[config.mk]
export PLATFORM = sky130hd
export DESIGN_NAME = decade_divider
export DESIGN_NICKNAME = d
export VERILOG_FILES = /design/src/rtl/dd_pkg.sv /design/src/rtl/dd_fall_det.sv /design/src/rtl/dd_modn.sv /design/src/rtl/decade_divider.sv
export SDC_FILE = /design/constraint.sdc
export NUM_CORES = 1
export LEC_CHECK = 0
export BUFFER_PORTS_ARGS = -buffer_cell sky130_fd_sc_hd__buf_2
export CORE_AREA = 8 8 45 47
export CTS_BUF_LIST = sky130_fd_sc_hd__clkbuf_4 sky130_fd_sc_hd__clkbuf_8
export CTS_CLUSTER_DIAMETER = 30
export CTS_CLUSTER_SIZE = 8
export DETAILED_ROUTE_END_ITERATION = 8
export DIE_AREA = 0 0 53 55
export SLEW_MARGIN = 20
export SYNTH_ARGS = -nofsm -noshare
export SYNTH_HDL_FRONTEND = slang
export SYNTH_SLANG_ARGS = --single-unit
[constraint.sdc]
create_clock -name clk -period 1.58 [get_ports clk]
set_input_delay 0.158 -clock clk [delete_from_list [all_inputs] [get_ports clk]]
set_output_delay 0.158 -clock clk [all_outputs]
set_load 0.005 [all_outputs]
[src/rtl/dd_pkg.sv]
// Shared definitions for the decade divider: the wiring-mode encoding.
package dd_pkg;
    typedef enum logic [1:0] {
        MODE_INDEP  = 2'b00,
        MODE_BCD    = 2'b01,
        MODE_BIQ    = 2'b10,
        MODE_INDEP2 = 2'b11
    } dd_mode_e;
endpackage

[src/rtl/dd_fall_det.sv]
// Falling-edge detector for one count strobe.
// Registers the strobe twice on clk. It reports a one-cycle pulse when the
// older sample is high and the newer one is low.
// Assumes: strobe is synchronous to clk. The history is cleared to low by
// reset or clear, so a strobe held low through reset gives no edge.
module dd_fall_det (
    input  logic clk,
    input  logic rst_n,
    input  logic clr,
    input  logic strobe_n,
    output logic fall
);
    logic smp_now;
    logic smp_old;

    // Sample history of the strobe, forced low during reset/clear.
    always_ff @(posedge clk) begin
        if (!rst_n || clr) begin
            smp_now <= 1'b0;
            smp_old <= 1'b0;
        end else begin
            smp_now <= strobe_n;
            smp_old <= smp_now;
        end
    end

    // High-then-low across two samples marks one edge.
    assign fall = smp_old & ~smp_now;

    // A detected edge lasts exactly one cycle.
    p_fall_single_r1: assert property (@(posedge clk) disable iff (!rst_n)
        fall |=> !fall);
endmodule

[src/rtl/dd_modn.sv]
// Modulo-MOD counter section that advances by one on each advance pulse.
// Reports when it sits on its final state, so a neighbour can use that as
// a carry. Assumes: advance is a single-cycle pulse in the clk domain.
module dd_modn #(
    parameter int MOD = 5,
    localparam int W = (MOD > 2) ? $clog2(MOD) : 1
) (
    input  logic         clk,
    input  logic         rst_n,
    input  logic         clr,
    input  logic         adv,
    output logic [W-1:0] count,
    output logic         at_top
);
    localparam logic [W-1:0] TOP = W'(MOD - 1);

    // Count state: clears on reset/clear, wraps after TOP.
    always_ff @(posedge clk) begin
        if (!rst_n || clr) begin
            count <= '0;
        end else if (adv) begin
            count <= (count == TOP) ? '0 : count + 1'b1;
        end
    end

    // Final-state flag for the cascade carry.
    assign at_top = (count == TOP);

    // The state never leaves 0..MOD-1.
    p_in_range_r3: assert property (@(posedge clk) disable iff (!rst_n)
        count <= TOP);
    // An advance from the final state returns to zero.
    p_wrap_zero_r3: assert property (@(posedge clk) disable iff (!rst_n)
        (adv && !clr && count == TOP) |=> count == '0);
    // An advance from any other state adds one.
    p_step_one_r3: assert property (@(posedge clk) disable iff (!rst_n)
        (adv && !clr && count != TOP) |=> count == $past(count) + 1'b1);
    // Without an advance the state holds.
    p_hold_r1: assert property (@(posedge clk) disable iff (!rst_n)
        (!adv && !clr) |=> $stable(count));
endmodule

[src/rtl/decade_divider.sv]
// Decade divider half: a divide-by-two stage and a divide-by-five stage.
// Each stage has its own falling-edge count strobe. The mode input routes a
// same-cycle carry between the stages for the BCD or biquinary count.
// Assumes: mode changes only while clr is high. All inputs are synchronous
// to clk.
module decade_divider (
    input  logic       clk,
    input  logic       rst_n,
    input  logic       clr,
    input  logic [1:0] mode,
    input  logic       cnt_a_n,
    input  logic       cnt_b_n,
    output logic [3:0] q
);
    import dd_pkg::*;

    localparam int LOW_MOD  = 2;
    localparam int HIGH_MOD = 5;
    localparam int HIGH_W   = $clog2(HIGH_MOD);

    dd_mode_e          mode_e;
    logic              fall_a;
    logic              fall_b;
    logic              adv_low;
    logic              adv_high;
    logic [0:0]        cnt_low;
    logic [HIGH_W-1:0] cnt_high;
    logic              top_low;
    logic              top_high;

    assign mode_e = dd_mode_e'(mode);

    dd_fall_det u_det_a (
        .clk(clk), .rst_n(rst_n), .clr(clr), .strobe_n(cnt_a_n), .fall(fall_a)
    );

    dd_fall_det u_det_b (
        .clk(clk), .rst_n(rst_n), .clr(clr), .strobe_n(cnt_b_n), .fall(fall_b)
    );

    // Advance routing: picks each stage's source from the wiring mode.
    always_comb begin
        case (mode_e)
            MODE_BCD: begin
                adv_low  = fall_a;
                adv_high = fall_a & top_low;
            end
            MODE_BIQ: begin
                adv_high = fall_b;
                adv_low  = fall_b & top_high;
            end
            default: begin
                adv_low  = fall_a;
                adv_high = fall_b;
            end
        endcase
    end

    dd_modn #(.MOD(LOW_MOD)) u_low (
        .clk(clk), .rst_n(rst_n), .clr(clr), .adv(adv_low),
        .count(cnt_low), .at_top(top_low)
    );

    dd_modn #(.MOD(HIGH_MOD)) u_high (
        .clk(clk), .rst_n(rst_n), .clr(clr), .adv(adv_high),
        .count(cnt_high), .at_top(top_high)
    );

    assign q = {cnt_high, cnt_low};

    // Clear zeroes the whole count on the next edge.
    p_clr_zero_r2: assert property (@(posedge clk) disable iff (!rst_n)
        clr |=> q == 4'd0);
    // In BCD wiring the count never exceeds nine.
    p_bcd_range_r5: assert property (@(posedge clk) disable iff (!rst_n)
        (mode_e == MODE_BCD) |-> q <= 4'd9);
    // In biquinary wiring a wrap of the high stage flips q[0].
    p_biq_flip_r6: assert property (@(posedge clk) disable iff (!rst_n)
        (mode_e == MODE_BIQ && !clr && fall_b && q[3:1] == 3'b100)
        |=> q[0] != $past(q[0]));
    // In BCD wiring the high-stage strobe alone leaves q unchanged.
    p_bcd_ignore_b_r7: assert property (@(posedge clk) disable iff (!rst_n)
        (mode_e == MODE_BCD && !clr && !fall_a) |=> $stable(q));
    // In biquinary wiring the low-stage strobe alone leaves q unchanged.
    p_biq_ignore_a_r7: assert property (@(posedge clk) disable iff (!rst_n)
        (mode_e == MODE_BIQ && !clr && !fall_b) |=> $stable(q));
endmodule

==> flow_summary.ini, run 1 <==
[clock_tree]
cts_resized = 0
clock_latency_ns = 0.26
clk_path_buf_depth = 2
postCtsHoldBufs = 0
post_cts.repair.setup_buffers = 0
cts_sinks = 8
h-tree-depth = 1
numCtsBuffers = 3
clk_pin_slew_worst_paths_ns = 0.05
cts_root_buf = clkbuf_4
cts_tree = built

[power]
powerDensity_nw_per_um2 = 787.4
ir_drop_mv = 0.2841
p_leak_uw = 0.0002378

[grt]
antenna_found_initial = 0
grtUsageTotal_pct = 5.586
overflow = 0
grt_pass1_vias = 281
grt_pass1_wl_mm = 1.131
grt_max_degree = 7

[detailed_routing]
wl_met1_um = 330
top_layer = met4
first_iter_violations = 2
ant_nets = 0
viasPerCell = 4.456
via_count = 303
wire_per_inst_um = 10.69
routed_wl_um = 727
drc = 0
firstDrtPassIters = 4
wl_met3_um = 44
met2_length_um = 309

[yosys]
synth_top_area_share_pct = 38.79
yosys_register_bits = 8
yosys_warnings = 0
yosysUniqueCellTypes = 19
synth.avg_cell_area_um2 = 10.32
syn-num-nets = 49
synth_top_area_cell = dfxtp_1
yosysMostFrequentCell = dfxtp_1
yosys_most_used_dff = dfxtp_1
ys_top_cells_by_area = dfxtp_1 39%, mux2i_1 7.3%, and2_1 6.1%, ha_1 6.1%, mux2i_4 5.5%
synthTopCellsByCount = 8 x dfxtp_1, 4 x and2_1, 3 x mux2i_1, 3 x nand2b_1, 3 x nor2_1
synth-edff-count = 0
synth_cells = 40
ys_seq_area_share_pct = 38.79
synthArstFlopShare_pct = 0
syn_area_um2 = 412.9

[hold_path]
hold_path_class = in2reg

[placed_design]
dp_hpwl_um = 601.8
gp_congestion = 0.7428
port_buffers = 10
post-place-ws_ns = 0.3762

[setup_path]
crit_path_end_kind = register
crit_family = flip-flops
cp.arrival_ns = 1.36
slowest_delay_ns = 0.34
path_max_fanout = 5
crit_slowest_cell = dfxtp_1
worstSetupPathType = reg2reg
required_ns = 1.72
cp.buffers_inverters = 1
start_kind = register
cp_cell_sequence = inv_1 > ha_1 > nand4b_1 > mux2i_1 > xnor2_1 > nor2_1

[sta]
setup_ws_ns = 0.3614
worst_pin_slew_ns = 0.3734
max_freq_mhz = 820.6
slew_headroom_pct = 75.05
setup_viol = 0
rsz0062_at_grt = no
slew_violations = 0
fin_worst_skew_ns = 0.005084
setup_tns_ns = 0
layout_worst_path_cycle_share_pct = 77.13
hold_violations = 0
period_needed_ns = 1.219

[floorplanning]
die_area_um2 = 2915
die-width_um = 53
core-area_um2 = 1384
initial_core_util_pct = 29.84
std_cell_rows = 14
design.portCount = 11
die_h_um = 55

[status]
outcome = finished clean

[final_layout]
layout-drive-gt1-share_pct = 30.77
diodes = 0
fin_nets = 63
nFillCells = 145
areaGrowthSynthToFinish_pct = 20.61

[flow_run]
drv_cap = 0
[metal layers]
metal | vias to the layer above | track usage [%]
li1 | 161 | -
met1 | 126 | 6.116
met2 | 11 | 7.227
met3 | 5 | 1.872
met4 | 0 | 7.759
met5 | - | 0
[stage by stage]
stage,utilization [%],area [µm²],power (µW),hold slack [ns],instances
finish,35.99,498.0,392.1,0.1040,68
global route,35.99,498.0,413.9,0.09734,68
CTS,35.99,498.0,398.0,0.1029,68
detailed placement,34.36,475.5,241.1,0.3633,65
global placement,34.36,475.5,240.8,0.3604,65
floorplan,-,412.9,229.6,0.2797,40
[worst paths after layout]
kind              startpoint               to  slack (ns)  depth (start not counted)
min reg2reg  u_det_a.smp_now  u_det_a.smp_old        0.48                          1
min                  cnt_a_n  u_det_a.smp_now        0.10                          2
max reg2reg  u_high.count[0]     u_low.at_top        0.36                          6
max          u_high.count[0]     u_low.at_top        0.36                          6
[worst reg2reg max path: stages (launching register included)]
cell and delay [ns]:
dfxtp_1 0.34, inv_1 0.07, ha_1 0.18, nand4b_1 0.10, mux2i_1 0.20, xnor2_1 0.16, nor2_1 0.05
[area by class of cell]
type	instances	area [µm²]	area share (%)
inverter	2	7.507	1.508
clock buffer	3	22.52	4.523
timing repair buffer	10	50.05	10.05
multi-input combinational	29	237.7	47.74
tap	16	20.02	4.020
sequential	8	160.2	32.16
[cells by family after synthesis]
logic type,after synthesis,synth area share [%]
buf+inv,3,3.638
fa+ha+maj,2,6.060
simple gates,18,31.51
mux,4,12.73
xor+xnor,1,2.122
compound gates,4,5.151
flops,8,38.79
[registers in the layout, summed over array words and instances (netlist names)]
signal           cells
u_det_a.smp_now      1
u_det_b.smp_now      1
u_det_b.smp_old      1
u_high.count         3
u_det_a.smp_old      1
u_low.at_top         1
[layout by cell type, fill, tap and decap left out]
master and instances:
nand2_1 1, nor2b_4 1, o21ai_1 1, nand3b_4 1
xnor2_1 1, inv_1 2, buf_2 10, nor2b_1 2
and2_1 4, mux2i_4 1, nand4b_1 2, clkbuf_4 3
nor2_1 3, ha_1 2, o22ai_1 1, mux2i_1 3
a21oi_1 2, nand2b_1 3, dfxtp_1 8, and2b_1 1
[report_power, final]
part	internal, µW	switching [µW]
Sequential	205	2.43
Combinational	16.9	11.8
Clock	86.9	68.8
No activity file was read; power rests on OpenSTA's default activity.
==> inputs of run 2 (changes only) <==
==> constraint.sdc (replaced) <==
create_clock -name clk -period 1 [get_ports clk]
set_input_delay 0.1 -clock clk [delete_from_list [all_inputs] [get_ports clk]]
set_output_delay 0.1 -clock clk [all_outputs]
set_load 0.005 [all_outputs]
==> run 2 against run 1 <==
Combinational power up 89%. The flow now finishes with violations (setup timing). Cell count grew 10%. Die area unchanged. First-iteration DRC count is 100% higher.
==> flow_summary.ini, run 2 (synthesized netlist as in run 1, its figures left out) <==
[setup_path]
crit_family = flip-flops
r2r-end = u_low.at_top
rrSetupSlack_ns = -0.09
worstSetupPathType = reg2reg
crit_slowest_cell = dfxtp_2
crit_start = u_high.count[0]
cp.buffers_inverters = 1
path_max_fanout = 2
required_ns = 1.15
start_kind = register
rr_startpoint = u_high.count[0]
cp_cell_sequence = inv_2 > ha_4 > nand4b_1 > mux2i_1 > xnor2_1 > nor2_1
reg2regPathDepth = 6
crit_path_end_kind = register
cp.arrival_ns = 1.24
slowest_delay_ns = 0.32

[floorplanning]
std_cell_rows = 14
design.portCount = 11
die_h_um = 55
die-width_um = 53
die_area_um2 = 2915
core-area_um2 = 1384
initial_core_util_pct = 29.84

[flow_run]
drv_cap = 0

[final_layout]
layout-drive-gt1-share_pct = 54.24
nFillCells = 142
fin_nets = 70
areaGrowthSynthToFinish_pct = 46.06
regArea_um2 = 163.9
multi_input_area_um2 = 276.5
regMostFlops = u_high.count
mostFrequentLayoutCells = 9 x buf_2, 6 x buf_4, 5 x dfxtp_1
diodes = 0
largest_reg_flops = 3
final_common_cell = buf_2

[sta]
slew_headroom_pct = 76.72
whs_ns = 0.04514
period_needed_ns = 1.092
setup_tns_ns = -0.2222
setup_viol = 5
layout_worst_path_cycle_share_pct = 109.2
fin_worst_skew_ns = 0.0009521
worst_pin_slew_ns = 0.3485
setup_ws_ns = -0.09248
slew_violations = 0
max_freq_mhz = 915.4
hold_violations = 0
rsz0062_at_grt = yes

[power]
p_sw_uw = 136.4
ir_drop_mv = 0.4056
combPwrFrac_pct = 8.6
p_int_uw = 495.0
sw_frac_of_total_pct = 21.60
pwr-share-clk_pct = 39.3
powerDensity_nw_per_um2 = 1047
seqPwrFrac_pct = 52.0
p_leak_uw = 0.0002801

[clock_tree]
clock_latency_ns = 0.25
h-tree-depth = 1
clk_path_buf_depth = 2
postCtsHoldBufs = 0
clk_pin_slew_worst_paths_ns = 0.05
cts_sinks = 8
numCtsBuffers = 3
cts_root_buf = clkbuf_4
cts_tree = built

[detailed_routing]
first_iter_violations = 4
viasPerCell = 4.387
ant_nets = 0
drc = 0
routed_wl_um = 831
via_count = 329
wire_per_inst_um = 11.08
firstDrtPassIters = 2

[grt]
grt_max_degree = 7
overflow = 0
grtUsageTotal_pct = 6.670
antenna_found_initial = 0
grt_pass1_vias = 327
grt_pass1_wl_mm = 1.393

[hold_path]
hold_path_class = in2reg
hold_end = u_det_b.smp_now
min_from = cnt_b_n
min_path_cells = 2

[placed_design]
gp_congestion = 0.7439
dp_hpwl_um = 626
port_buffers = 10

[status]
violations = setup timing
outcome = finished with violations
[run 2: cell count changes in the layout (fill, tap and decap cells not counted), sizes merged]
| cell | change |
|---|---|
| buf | +7 |
[run 2: layout make-up]
cell class / count / area share (%)
multi-input cells: 29 / 45.85
flip-flops and latches: 8 / 27.18
repair buffers: 17 / 18.67
clock buffers: 3 / 3.734
well taps: 16 / 3.320
inverters: 2 / 1.245
[run 2: stage by stage]
stage          setup slack, ns  util [%]  cells  power (µW)  cell area, µm²
2_1_floorplan         -0.02922         -     40       363.2           427.9
3_3_place_gp          -0.07713     38.70     71       384.5           535.5
3_5_place_dp          -0.09425     38.70     71       385.1           535.5
4_1_cts               -0.09638     42.68     75       638.1           590.6
5_1_grt                -0.2134     43.58     75       678.9           603.1
6_report              -0.09248     43.58     75       631.4           603.1
[run 2: per-layer routing]
metal	wire, µm	vias to the layer above	track usage [%]
li1	-	173	-
met3	41	2	1.872
met5	0	-	0
met2	400	10	10.74
met4	19	0	6.466
met1	370	144	6.849
[run 2: power groups by stage]
stage / sequential, µW / combinational (µW) / clock, µW
3_5_place_dp: 335 / 50.5 / 0
3_3_place_gp: 334 / 50.2 / 0
4_1_cts: 328 / 54.1 / 256
6_report: 329 / 54.4 / 248
5_1_grt: 329 / 60.4 / 289
2_1_floorplan: 334 / 29.2 / 0
[run 2: worst max-delay path by stage]
stage	cells after the start	end	slack, ns
after floorplan	6	u_low.at_top	-0.03
after global placement	4	u_high.count[0]	-0.08
after detailed placement	6	u_low.at_top	-0.09
after CTS	6	u_low.at_top	-0.1
after global routing	6	u_low.at_top	-0.21
final	6	u_low.at_top	-0.09
[run 2: repair_timing]
| action | 4_1_cts | 5_1_grt |
|---|---|---|
| resized for setup | 5 | 2 |
| pin swaps | 5 | 5 |
| setup buffers | 1 | 0 |
| setup endpoints to repair | 5 | 6 |
==> inputs of run 3 (changes only) <==
--- a/config.mk
+++ b/config.mk
@@ -5,6 +5,7 @@
 export SDC_FILE = /design/constraint.sdc
 export NUM_CORES = 1
 export LEC_CHECK = 0
+export ABC_AREA = 1
 export BUFFER_PORTS_ARGS = -buffer_cell sky130_fd_sc_hd__buf_2
 export CORE_AREA = 8 8 45 47
 export CTS_BUF_LIST = sky130_fd_sc_hd__clkbuf_4 sky130_fd_sc_hd__clkbuf_8
==> run 3 against run 2 <==
The run still ends with setup timing left. Sequential power about the same. Total power decreased by 0.61%. Via count increased by 17%. Core utilization decreased by 3.5 points. Wire length decreased by 1.9%. Clock-buffer cell count unchanged. Register-to-register slack improved by 0.03 ns. Die area unchanged. Synthesized area increased by 1.5%. Synthesized cell count increased by 48%.
==> flow_summary.ini, run 3 <==
[status]
outcome = finished with violations
violations = setup timing

[grt]
antenna_found_initial = 0
grt_pass1_vias = 355
overflow = 0
grtUsageTotal_pct = 6.579
grt_max_degree = 8
grt_pass1_wl_mm = 1.400

[sta]
setup_tns_ns = -0.09429
whs_ns = 0.05787
setup_ws_ns = -0.06578
period_needed_ns = 1.066
fin_worst_skew_ns = 0.005314
hold_violations = 0
worst_pin_slew_ns = 0.2503
rsz0062_at_grt = yes
layout_worst_path_cycle_share_pct = 106.6
max_freq_mhz = 938.3
slew_headroom_pct = 83.29
slew_violations = 0
setup_viol = 2

[clock_tree]
post_cts.repair.setup_buffers = 0
cts_tree = built
numCtsBuffers = 3
clock_latency_ns = 0.25
clk_path_buf_depth = 2
h-tree-depth = 1
cts_sinks = 8
cts_root_buf = clkbuf_4
clk_pin_slew_worst_paths_ns = 0.05

[setup_path]
reg2regPathDepth = 8
cp.arrival_ns = 1.21
crit_path_end_kind = register
required_ns = 1.14
rr_startpoint = u_high.count[1]
start_kind = register
rrSetupSlack_ns = -0.07
path_max_fanout = 4
worstSetupPathType = reg2reg
crit_start = u_high.count[1]
r2r-end = u_low.at_top

[final_layout]
fin_nets = 84
diodes = 0
areaGrowthSynthToFinish_pct = 32.24
layout-drive-gt1-share_pct = 46.58
regMostFlops = u_high.count
largest_reg_flops = 3
mostFrequentLayoutCells = 10 x nor2_1, 10 x buf_2, 9 x inv_1

[floorplanning]
die-width_um = 53
die_h_um = 55
design.portCount = 11
initial_core_util_pct = 30.29
die_area_um2 = 2915
core-area_um2 = 1384
std_cell_rows = 14

[yosys]
ys_top_cells_by_area = dfxtp_1 38%, inv_1 9.9%, nor2_1 9.0%, nand3_1 7.2%, nand2_1 7.2%
yosys_most_used_dff = dfxtp_1
synth-edff-count = 0
synthTopCellsByCount = 11 x inv_1, 10 x nor2_1, 8 x dfxtp_1, 8 x nand2_1, 6 x nand3_1
synth_top_area_share_pct = 38.21
syn_area_um2 = 419.2
yosysUniqueCellTypes = 14
syn-num-nets = 68
synth.avg_cell_area_um2 = 7.104
ys_seq_area_share_pct = 38.21
yosysMostFrequentCell = inv_1
synth_cells = 59
yosys_register_bits = 8
synthArstFlopShare_pct = 0
yosys_warnings = 0
synth_top_area_cell = dfxtp_1

[power]
p_leak_uw = 0.0002632
ir_drop_mv = 0.3964
powerDensity_nw_per_um2 = 1132

[detailed_routing]
ant_nets = 0
routed_wl_um = 815
first_iter_violations = 3
firstDrtPassIters = 4
drc = 0
viasPerCell = 4.326
wire_per_inst_um = 9.157
via_count = 385

[flow_run]
drv_cap = 0

[hold_path]
min_path_cells = 3
min_from = cnt_b_n
hold_end = u_det_b.smp_now
hold_path_class = in2reg

[placed_design]
gp_congestion = 0.7551
dp_hpwl_um = 662.8
port_buffers = 10
## run 3: final cells by class
| cell class | count | area, µm² |
|---|---|---|
| Sequential cell | 8 | 163.9 |
| Fill cell | 143 | 829.5 |
| Multi-Input combinational cell | 36 | 230.2 |
| Timing Repair Buffer | 12 | 65.06 |
| Tap cell | 16 | 20.02 |
| Clock buffer | 3 | 22.52 |
| Inverter | 14 | 52.55 |
## run 3: worst max-delay path: stages (launching register included)
cell and delay [ns]:
dfxtp_2 0.36, inv_2 0.06, ha_4 0.15, nand2_2 0.05, inv_2 0.04, nand2_2 0.06, nand2_2 0.06, a21oi_2 0.13
nor2_1 0.05
## run 3: how the worst max path moves through the flow
stage | cells past startpoint | to | slack [ns]
floorplan | 8 | u_low.at_top | -0.02
global placement | 8 | u_low.at_top | -0.05
detailed placement | 8 | u_low.at_top | -0.09
CTS | 8 | u_low.at_top | -0.08
global route | 8 | u_low.at_top | -0.15
finish | 8 | u_low.at_top | -0.07
## run 3: stage by stage
stage	total power, µW	util (%)	instances	area (µm²)	setup slack, ns
floorplan	369.2	-	59	436.7	-0.01583
global placement	387.6	37.16	86	514.2	-0.05297
detailed placement	389.1	37.16	86	514.2	-0.08606
CTS	635.6	39.06	89	540.5	-0.07774
global route	670.0	40.05	89	554.3	-0.1472
finish	627.6	40.05	89	554.3	-0.06578
## run 3: per-layer routing
layer  global-route usage [%]  wire length [µm]
met5                        0                 0
met4                    3.879                17
met3                    3.476                57
met1                    6.442               355
met2                    10.94               385
## run 3: power by group
| part | switching, µW | internal, µW | leakage [µW] | total, µW |
|---|---|---|---|---|
| clock network | 105 | 137 | 0.0000138 | 242 |
| logic | 31.7 | 22.8 | 0.000183 | 54.6 |
| registers | 5.44 | 325 | 0.0000665 | 331 |
## run 3: cell families after synthesis
group	after synthesis	share of synthesized area (%)
AOI/OAI and AO/OA	6	8.059
xor gates and xnor gates	1	2.090
adders and majority gates	2	5.969
buffers and inverters	15	14.33
DFF	8	38.21
and+or+nand+nor	27	31.34
## run 3: repair_timing
item                       4_1_cts  5_1_grt
pin swaps                        2        5
setup endpoints to repair        2        5
hold buffers                     0        0
gates resized for setup          1        5
